**src/rtl/usb_tok_pkg.sv**
```systemverilog
// Shared types for the token handshake controller.
// Assumes register words are 16 bits and endpoint numbers are 4 bits.
package usb_tok_pkg;
    localparam int REG_W = 16;
    localparam int EPN_W = 4;

    localparam logic [1:0] PID_NONE  = 2'b00;
    localparam logic [1:0] PID_OUT   = 2'b01;
    localparam logic [1:0] PID_IN    = 2'b10;
    localparam logic [1:0] PID_SETUP = 2'b11;

    localparam logic [1:0] RA_CMD = 2'd0;
    localparam logic [1:0] RA_RDY = 2'd1;
    localparam logic [1:0] RA_IRQ = 2'd2;

    // nak_en: [0] bulk OUT, [1] bulk IN, [2] control OUT, [3] control IN
    typedef struct packed {
        logic [3:0] nak_en;
        logic       lpm;
        logic       clk_keep;
        logic       setup;
        logic       en;
        logic [6:0] addr;
    } cmd_t;
endpackage

```
**src/rtl/hs_cmd_reg.sv**
```systemverilog
// Control/status word storage.
// Assumes: wr_en already decoded for the control word address; bus_rst
// overrides a same-cycle address write; a SETUP acknowledge overrides a
// same-cycle write-one-to-clear of the SETUP flag.
module hs_cmd_reg
    import usb_tok_pkg::*;
(
    input  logic             clk,
    input  logic             rst_n,
    input  logic             bus_rst,
    input  logic             wr_en,
    input  logic [REG_W-1:0] wdata,
    input  logic             setup_ack,
    output cmd_t             cmd
);
    logic unused_rsvd;
    assign unused_rsvd = wdata[10];

    // Update the fields from writes, bus reset and SETUP acknowledges.
    always_ff @(posedge clk) begin
        if (!rst_n) begin
            cmd     <= '0;
            cmd.lpm <= 1'b1;
        end else begin
            if (bus_rst)
                cmd.addr <= '0;
            else if (wr_en)
                cmd.addr <= wdata[6:0];
            if (wr_en) begin
                cmd.en       <= wdata[7];
                cmd.clk_keep <= wdata[9];
                cmd.lpm      <= wdata[11];
                cmd.nak_en   <= wdata[15:12];
            end
            if (setup_ack)
                cmd.setup <= 1'b1;
            else if (wr_en && wdata[8])
                cmd.setup <= 1'b0;
        end
    end


    setup_set_chk: assert property (@(posedge clk) disable iff (!rst_n)
        setup_ack |=> cmd.setup);

    bus_rst_addr_chk: assert property (@(posedge clk) disable iff (!rst_n)
        bus_rst |=> (cmd.addr == 7'd0));
endmodule

```
**src/rtl/hs_decide.sv**
```systemverilog
// Token decision logic. It forms the respond/ACK decision for the strobed
// token, registers the handshake, and emits same-cycle event vectors that
// update the ready and interrupt state.
// Assumes tok_* are only meaningful while tok_valid is high.
module hs_decide
    import usb_tok_pkg::*;
#(
    parameter int NUM_EP = 4
) (
    input  logic              clk,
    input  logic              rst_n,
    input  logic              tok_valid,
    input  logic [1:0]        tok_pid,
    input  logic [6:0]        tok_addr,
    input  logic [EPN_W-1:0]  tok_ep,
    input  logic              tok_ctrl,
    input  logic              dev_en,
    input  logic [6:0]        dev_addr,
    input  logic              setup_flag,
    input  logic [3:0]        nak_en,
    input  logic [NUM_EP-1:0] rdy_out,
    input  logic [NUM_EP-1:0] rdy_in,
    output logic              hs_valid,
    output logic              hs_ack,
    output logic              setup_ack,
    output logic [NUM_EP-1:0] out_clr,
    output logic [NUM_EP-1:0] in_clr,
    output logic [NUM_EP-1:0] irq_out_set,
    output logic [NUM_EP-1:0] irq_in_set
);
    logic [NUM_EP-1:0] sel;
    logic respond, is_in, is_out, is_setup, rdy_hit, ack, nak_ok, raise;

    for (genvar i = 0; i < NUM_EP; i++) begin : g_sel
        assign sel[i] = (tok_ep == EPN_W'(i));
    end

    // Decide whether to answer and with which handshake.
    always_comb begin
        is_in    = (tok_pid == PID_IN);
        is_out   = (tok_pid == PID_OUT);
        is_setup = (tok_pid == PID_SETUP);
        respond  = tok_valid && dev_en && (tok_addr == dev_addr)
                   && ({1'b0, tok_ep} < (EPN_W+1)'(NUM_EP))
                   && (tok_pid != PID_NONE);
        rdy_hit  = |(sel & (is_in ? rdy_in : rdy_out));
        ack      = is_setup || (!setup_flag && rdy_hit);
        nak_ok   = nak_en[{tok_ctrl, is_in}];
        raise    = respond && (ack || nak_ok);
    end

    // Event vectors for the endpoint state.
    always_comb begin
        setup_ack   = respond && is_setup;
        in_clr      = (respond && is_in  && ack) ? sel : '0;
        out_clr     = (respond && is_out && ack) ? sel : '0;
        irq_in_set  = (raise && is_in)  ? sel : '0;
        irq_out_set = (raise && !is_in) ? sel : '0;
    end

    // Register the handshake one clock after the strobe.
    always_ff @(posedge clk) begin
        if (!rst_n) begin
            hs_valid <= 1'b0;
            hs_ack   <= 1'b0;
        end else begin
            hs_valid <= respond;
            hs_ack   <= respond && ack;
        end
    end


    no_strobe_quiet_chk: assert property (@(posedge clk) disable iff (!rst_n)
        !tok_valid |=> !hs_valid);

    setup_forces_nak_chk: assert property (@(posedge clk) disable iff (!rst_n)
        (tok_valid && setup_flag && (tok_pid == PID_IN || tok_pid == PID_OUT))
        |=> !hs_ack);

    setup_acked_chk: assert property (@(posedge clk) disable iff (!rst_n)
        setup_ack |=> (hs_valid && hs_ack));

    ack_needs_valid_chk: assert property (@(posedge clk) disable iff (!rst_n)
        hs_ack |-> hs_valid);
endmodule

```
**src/rtl/hs_ep_state.sv**
```systemverilog
// Per-endpoint buffer-ready flags (write one to set) and sticky interrupt
// flags (write one to clear), one instance per endpoint via generate.
// Assumes wdata bit ep is OUT and bit NUM_EP+ep is IN for both words.
module hs_ep_state #(
    parameter int NUM_EP = 4,
    localparam int W     = 2 * NUM_EP
) (
    input  logic              clk,
    input  logic              rst_n,
    input  logic              rdy_wr,
    input  logic              irq_wr,
    input  logic [W-1:0]      wdata,
    input  logic              setup_ack,
    input  logic [NUM_EP-1:0] out_clr,
    input  logic [NUM_EP-1:0] in_clr,
    input  logic [NUM_EP-1:0] irq_out_set,
    input  logic [NUM_EP-1:0] irq_in_set,
    output logic [NUM_EP-1:0] rdy_out,
    output logic [NUM_EP-1:0] rdy_in,
    output logic [NUM_EP-1:0] irq_out,
    output logic [NUM_EP-1:0] irq_in
);
    for (genvar i = 0; i < NUM_EP; i++) begin : g_ep
        localparam bit IS_EP0 = (i == 0);
        logic ro_q, ri_q, io_q, ii_q, ep0_wipe;
        assign ep0_wipe = IS_EP0 && setup_ack;

        // Ready flags: software set wins over hardware clear.
        always_ff @(posedge clk) begin
            if (!rst_n) begin
                ro_q <= 1'b0;
                ri_q <= 1'b0;
            end else begin
                ro_q <= (ro_q && !out_clr[i] && !ep0_wipe) || (rdy_wr && wdata[i]);
                ri_q <= (ri_q && !in_clr[i]  && !ep0_wipe) || (rdy_wr && wdata[NUM_EP+i]);
            end
        end

        // Interrupt flags: new event wins over software clear.
        always_ff @(posedge clk) begin
            if (!rst_n) begin
                io_q <= 1'b0;
                ii_q <= 1'b0;
            end else begin
                io_q <= (io_q && !(irq_wr && wdata[i]))        || irq_out_set[i];
                ii_q <= (ii_q && !(irq_wr && wdata[NUM_EP+i])) || irq_in_set[i];
            end
        end

        assign rdy_out[i] = ro_q;
        assign rdy_in[i]  = ri_q;
        assign irq_out[i] = io_q;
        assign irq_in[i]  = ii_q;


        irq_sticky_chk: assert property (@(posedge clk) disable iff (!rst_n)
            (ii_q && !(irq_wr && wdata[NUM_EP+i])) |=> ii_q);

        rdy_hold_chk: assert property (@(posedge clk) disable iff (!rst_n)
            (ro_q && !out_clr[i] && !ep0_wipe) |=> ro_q);
    end
endmodule

```
**src/rtl/usb_token_hs.sv**
```systemverilog
// Top level of the token handshake controller: register port decode,
// control word, token decision and endpoint state.
// Assumes 2*NUM_EP <= 16 so both endpoint words fit one register.
module usb_token_hs
    import usb_tok_pkg::*;
#(
    parameter int NUM_EP = 4,
    localparam int W     = 2 * NUM_EP
) (
    input  logic             clk,
    input  logic             rst_n,
    input  logic             bus_rst,
    input  logic             tok_valid,
    input  logic [1:0]       tok_pid,
    input  logic [6:0]       tok_addr,
    input  logic [EPN_W-1:0] tok_ep,
    input  logic             tok_ctrl,
    input  logic             reg_we,
    input  logic [1:0]       reg_addr,
    input  logic [REG_W-1:0] reg_wdata,
    output logic [REG_W-1:0] reg_rdata,
    output logic             hs_valid,
    output logic             hs_ack,
    output logic [W-1:0]     irq
);
    cmd_t cmd;
    logic setup_ack;
    logic [NUM_EP-1:0] out_clr, in_clr, irq_out_set, irq_in_set;
    logic [NUM_EP-1:0] rdy_out, rdy_in, irq_out, irq_in;
    logic cmd_wr, rdy_wr, irq_wr;

    assign cmd_wr = reg_we && (reg_addr == RA_CMD);
    assign rdy_wr = reg_we && (reg_addr == RA_RDY);
    assign irq_wr = reg_we && (reg_addr == RA_IRQ);

    hs_cmd_reg u_cmd (
        .clk(clk), .rst_n(rst_n), .bus_rst(bus_rst), .wr_en(cmd_wr),
        .wdata(reg_wdata), .setup_ack(setup_ack), .cmd(cmd)
    );

    hs_decide #(.NUM_EP(NUM_EP)) u_dec (
        .clk(clk), .rst_n(rst_n), .tok_valid(tok_valid), .tok_pid(tok_pid),
        .tok_addr(tok_addr), .tok_ep(tok_ep), .tok_ctrl(tok_ctrl),
        .dev_en(cmd.en), .dev_addr(cmd.addr), .setup_flag(cmd.setup),
        .nak_en(cmd.nak_en), .rdy_out(rdy_out), .rdy_in(rdy_in),
        .hs_valid(hs_valid), .hs_ack(hs_ack), .setup_ack(setup_ack),
        .out_clr(out_clr), .in_clr(in_clr),
        .irq_out_set(irq_out_set), .irq_in_set(irq_in_set)
    );

    hs_ep_state #(.NUM_EP(NUM_EP)) u_ep (
        .clk(clk), .rst_n(rst_n), .rdy_wr(rdy_wr), .irq_wr(irq_wr),
        .wdata(reg_wdata[W-1:0]), .setup_ack(setup_ack),
        .out_clr(out_clr), .in_clr(in_clr),
        .irq_out_set(irq_out_set), .irq_in_set(irq_in_set),
        .rdy_out(rdy_out), .rdy_in(rdy_in), .irq_out(irq_out), .irq_in(irq_in)
    );

    assign irq = {irq_in, irq_out};

    // Combinational read mux; bit 10 of the control word is tied low.
    always_comb begin
        case (reg_addr)
            RA_CMD:  reg_rdata = {cmd.nak_en, cmd.lpm, 1'b0, cmd.clk_keep,
                                  cmd.setup, cmd.en, cmd.addr};
            RA_RDY:  reg_rdata = REG_W'({rdy_in, rdy_out});
            RA_IRQ:  reg_rdata = REG_W'({irq_in, irq_out});
            default: reg_rdata = '0;
        endcase
    end


    rsvd_zero_chk: assert property (@(posedge clk) disable iff (!rst_n)
        (reg_addr == RA_CMD) |-> (reg_rdata[10] == 1'b0));

    irq_follows_ack_chk: assert property (@(posedge clk) disable iff (!rst_n)
        (hs_valid && hs_ack) |-> (irq != '0));
endmodule

```
**config.mk**
```make
export PLATFORM = sky130hd
export DESIGN_NAME = usb_token_hs
export DESIGN_NICKNAME = d
export VERILOG_FILES = /design/src/rtl/usb_tok_pkg.sv /design/src/rtl/hs_cmd_reg.sv /design/src/rtl/hs_decide.sv /design/src/rtl/hs_ep_state.sv /design/src/rtl/usb_token_hs.sv
export SDC_FILE = /design/constraint.sdc
export NUM_CORES = 1
export LEC_CHECK = 0
export BUFFER_PORTS_ARGS = -buffer_cell sky130_fd_sc_hd__buf_2
export CAP_MARGIN = 40
export CORE_MARGIN = 2
export CORE_UTILIZATION = 55
export DETAILED_ROUTE_END_ITERATION = 10
export PLACE_DENSITY = 0.85
export REMOVE_ABC_BUFFERS = 1
export SYNTH_ARGS = -nofsm -noshare
export SYNTH_HDL_FRONTEND = slang
export SYNTH_HIERARCHICAL = 1
export SYNTH_SLANG_ARGS = --single-unit
```
**constraint.sdc**
```tcl
create_clock -name clk -period 5.9 [get_ports clk]
set_input_delay 1.18 -clock clk [delete_from_list [all_inputs] [get_ports clk]]
set_output_delay 1.18 -clock clk [all_outputs]
set_load 0.01 [all_outputs]
```
* Word level (Yosys, flattened, before mapping)
Index checks and enable logic that the tools add are counted.
** Word-level totals
- Flip-flop bits (word level) :: 33
- Bits of input ports :: 37
- Output and inout bits :: 26
** Operators by class
- $lt $le $gt $ge :: 2
- Eq/ne operators :: 9
- Mux-type cells :: 10
- Bitwise operators :: 2
- Reduce and logical (&&, ||, !) cells :: 95
** Operators with widths (count)
- logical AND 1 bit :: 52
- case mux 16 bit (3 select lines) :: 1
- two-way mux 4 bit :: 5
- logical NOT 1 bit :: 19
- logical OR 1 bit :: 18
- equality test 4 x 2 -> 1 bit (second input constant) :: 2
- equality test 7 bit :: 1
- equality test 2 bit (second input constant) :: 3
- bitwise AND 4 bit :: 1
- equality test 2 x 1 -> 1 bit (second input constant) :: 2
- equality test 4 x 1 -> 1 bit (second input constant) :: 1
- logical NOT 4 bit :: 1
- less-than comparator 4 x 3 -> 1 bit (second input constant) :: 1
- nonzero test 2 bit :: 2
- OR reduction 4 bit :: 1
- less-than comparator 2 x 3 -> 1 bit (second input constant) :: 1
- two-way mux 1 bit :: 3
- binary-select mux 1 bit (select 2 bit) :: 1
- logical NOT 2 bit :: 1
- OR reduction 2 bit :: 1
- NOT 1 bit :: 1

* Longest topological paths before layout
- Depth in word-level cells :: 12
- Depth in mapped cells :: 9

* Hierarchy
The synthesis kept the hierarchy.
** By module, submodules not included
- hs_ep_state :: instances 1, cells each 83, area an instance 760.7 µm², sequential area each 320.3 µm²
- hs_cmd_reg :: instances 1, cells each 49, area an instance 560.5 µm², sequential area each 300.3 µm²
- hs_decide :: instances 1, cells each 62, area an instance 467.9 µm², sequential area each 40.0 µm²
- usb_token_hs :: instances 1, cells each 34, area an instance 259.0 µm², sequential area each 0.0 µm²

* Worst setup path before layout
OpenSTA, ideal clock, no wires.
- Path kind :: input to output
- Start point :: input port reg_addr[0]
- End point :: output port reg_rdata[11]
- Arrival :: 1.692 ns
- Required time :: 4.720 ns
- Path slack :: 3.028 ns
- Cell stages on the path :: 3
- Path buffers :: 1
- Cells stage by stage :: buf_2 > nor2_2 > and2_1
** Between the ends
- Cells in the longest elaborated chain, start to end :: 2
** Ends and longest elaborated chain
- start, declared :: line usb_token_hs.sv:19 : input logic [1:0] reg_addr,
- equality test 2 bit, or another cell as far along :: line usb_token_hs.sv:63 : case (reg_addr)
- case mux 16 bit (3 select lines) * :: line usb_token_hs.sv:63
- end, declared :: line usb_token_hs.sv:21 : output logic [REG_W-1:0] reg_rdata,
Every way passes the cells marked *; elsewhere a longest branch is shown, timed or not.

* Worst setup path after layout
- Start point :: input port reg_addr[0]
- End point :: output port reg_rdata[3]
Same word-level chain as after synthesis.

==> impl_results.md <==
* Synthesis-stage register bit count at 33
* Die Span Y at 65.0 um
* Clock period minus worst slack at 3560 ps
* Setup violations, final at 0
* Startpoint Class: input pin
* P&R area growth vs syn at 13.3%
* Antenna violations before repair at 0
* WP data arrival at 2380 ps
* # clock sinks at 33
* Ant diodes at 0
* Remaining DRCs at 0
* Worst-path clk slew at 60 ps
* Post-synthesis compound-gate area fraction at 19.7%
* IO Pins at 63
* Worst hold path class: reg2reg
* Antenna Nets Post-Route at 0
* Post-synthesis mux area share at 13.2%
* Synth Area in XOR/XNOR at 2.99%
* Slowest stage cell, crit path: nor2b_1
* Critical path fanouts, max at 11
* Synth Area in Adders at 0%
* Max clock buf depth at 2
* Peak supply drop at 180 uV
* Sequential fraction of the synthesis area at 32.3%
* Synth Area in Simple Gates at 18.9%
* Wire per inst at 15.3 um
* Post-DP HPWL at 3.48 mm
* Mapped Area at 2050 um2
* Clk_lat worst skew at 290 ps
* Final hold violations at 0
* Min Hold Slack at 463 ps
* Final nets at 306
* Setup TNS at 0 ps
* Layout cells sized above 1 at 31.5%
* Number of H-tree levels at 2
* Syn Inst Count at 228
* PwrDens at 220 nW/um2
* Max Clock Skew at 7.36 ps
* CP Data Required Time at 4720 ps
* Via count at 1797
* Crit-path max cell delay at 630 ps
* R2r setup slk at 3630 ps
* Cells along the critical path: buf_2 > nor2b_1 > o2bb2ai_1 > buf_2
* Slew @ Worst Pin at 746 ps
* Most used cell, CP: buf_2
* LEAKAGE at 0.895 nW
* CTS Hold Buffers Added at 0
* Starting Density at 56.4%
* Core Area at 3630 um2
* Root Driver: clkbuf_8
* Post-synth EDFFs at 0
* Die Span X at 65.0 um
* Fin crit share at 60.4%
* Number of buffers created by CTS at 5
* Fin. max-slew vios at 0
* DRT Pass-1 Iters at 4
* Run status: finished, final reports clean
* CTS tree: done
* Max_cap viols at 0
* Iter 0 DRT Violations at 127
* Gpl congestion at 0.865
* Combinational family with the most area after synthesis: compound AO/OA/AOI/OAI gates
* Crit Path Category: in2out
* Worst Setup SP: reg_addr[0]
* Yosys cell types at 38
* Hold_sp: u_cmd/cmd[10]$_SDFFE_PN1P_
* Largest net degree at the start of global routing at 29
* Async SR Flop Fraction at 0%
* Port Buf Inserts at 60
* Crit end category: primary output
* Full die area at 4230 um2
* Total global routing overflow at 0
* Gr usage total at 24.3%
* RSZ-0062 raised after global routing: false
* Rows at 22
* Average cell area after synthesis at 8.98 um2
* Worst r2r src: u_cmd/cmd[1]$_SDFFE_PP0P_
* Average vias per placed instance at 5.65
* Yosys warnings at 6
* Post-Route WL at 4.86 mm
* First-pass GRT wire length at 7.72 mm
* Vias in the first global route at 1695
* FMAX at 0.281 GHz
* Cts repair resizes at 0
* Post-CTS setup buffer count at 0
* Worst rel slew slack at 50.1%
* Primary FF master, synth: dfxtp_1
[metal layers]
layer  vias up  GRT usage (%)  wire length [um]
li1        872              -                 -
met1       838           28.9              2010
met2        71           39.8              2380
met3        16           6.60               319
met4         0           13.0               145
met5         -              0                 0
[worst max-delay path: cells and delay by family]
kind / cells / cell delay, ps
AOI/OAI and AO/OA: 1 / 200
buffers and inverters: 2 / 370
and+or+nand+nor: 1 / 630
[synthesized netlist by cell type (all sizes together) (4+ instances only)]
master | number | share of area [%]
nand3 | 5 | 1.2
o21ai | 10 | 2.8
nor2b | 9 | 2.7
nor3 | 9 | 2.2
buf | 26 | 11
a31oi | 9 | 3.4
nand2 | 13 | 2.4
xnor2 | 7 | 3.0
a21boi | 7 | 3.7
inv | 11 | 2.0
nand2b | 8 | 2.4
dfxtp | 33 | 32
nor2 | 14 | 2.7
and2 | 10 | 3.1
a211oi | 4 | 1.7
o2bb2ai | 8 | 3.4
mux2i | 27 | 13
[sequential cells by signal (all words and copies together), names as in the netlist]
name,count
u_dec/hs_ack,1
u_cmd/cmd,15
u_dec/hs_valid,1
u_ep/g_ep.io_q,4
u_ep/g_ep.ri_q,4
u_ep/g_ep.ro_q,4
u_ep/g_ep.ii_q,4
[placed cells by master (no fill, tap or decap), types with 2 or more instances in the layout]
master      n
inv_1      11
nor2_1     13
o2bb2ai_1   8
clkbuf_8    6
a31oi_2     2
o31ai_1     3
nand3b_1    2
xnor2_1     7
a21boi_2    6
nor3_1      9
o21ai_0     8
nand2_1    13
buf_2      60
nor4_1      2
o21ai_2     2
a31oi_1     7
mux2i_1    27
a211oi_1    3
nand2b_1    8
dfxtp_1    33
o22ai_2     2
nor2b_1     9
and2_1     10
nand3_1     5
[power by group]
part / leakage (nW) / switching [mW] / internal (mW) / total [mW]
logic: 0.569 / 0.0326 / 0.0259 / 0.0585
registers: 0.267 / 0.00335 / 0.227 / 0.230
clock network: 0.0585 / 0.0846 / 0.138 / 0.222
total: 0.895 / 0.121 / 0.391 / 0.511
[logic make-up after synthesis]
family / Yosys count
AO/OA/AOI/OAI: 48
XOR/XNOR: 7
buffers and inverters: 38
flip-flops: 33
multiplexers: 27
other: 1
AND/OR/NAND/NOR: 74
[worst paths after layout]
| check | endpoint | depth (start not counted) |
|---|---|---|
| min | u_cmd/cmd[10]$_SDFFE_PN1P_ | 2 |
| max | reg_rdata[3] | 4 |
| max reg2reg | u_ep/g_ep[0].ii_q$_SDFF_PN0_ | 7 |
| min reg2reg | u_cmd/cmd[10]$_SDFFE_PN1P_ | 2 |
[cell type report]
class,instances,area [um2]
fill,341,1310
timing repair buffer,61,315
clock inverter,1,30.0
clock buffer,7,86.3
multi-input combinational,157,1130
tap,48,60.1
inverter,11,41.3
sequential,33,661
[through the flow]
stage               setup WS [ps]  utilization [%]  power [mW]  instance area (um2)  std cells
floorplan                    2970                -       0.263                 1830        201
global placement             2380             60.3       0.291                 2190        309
finish                       2340             63.9       0.511                 2320        318
CTS                          2340             63.9       0.513                 2320        318
global route                 2240             63.9       0.527                 2320        318
detailed placement           2340             60.7       0.293                 2200        310
Power figures use the tool's default switching activity.
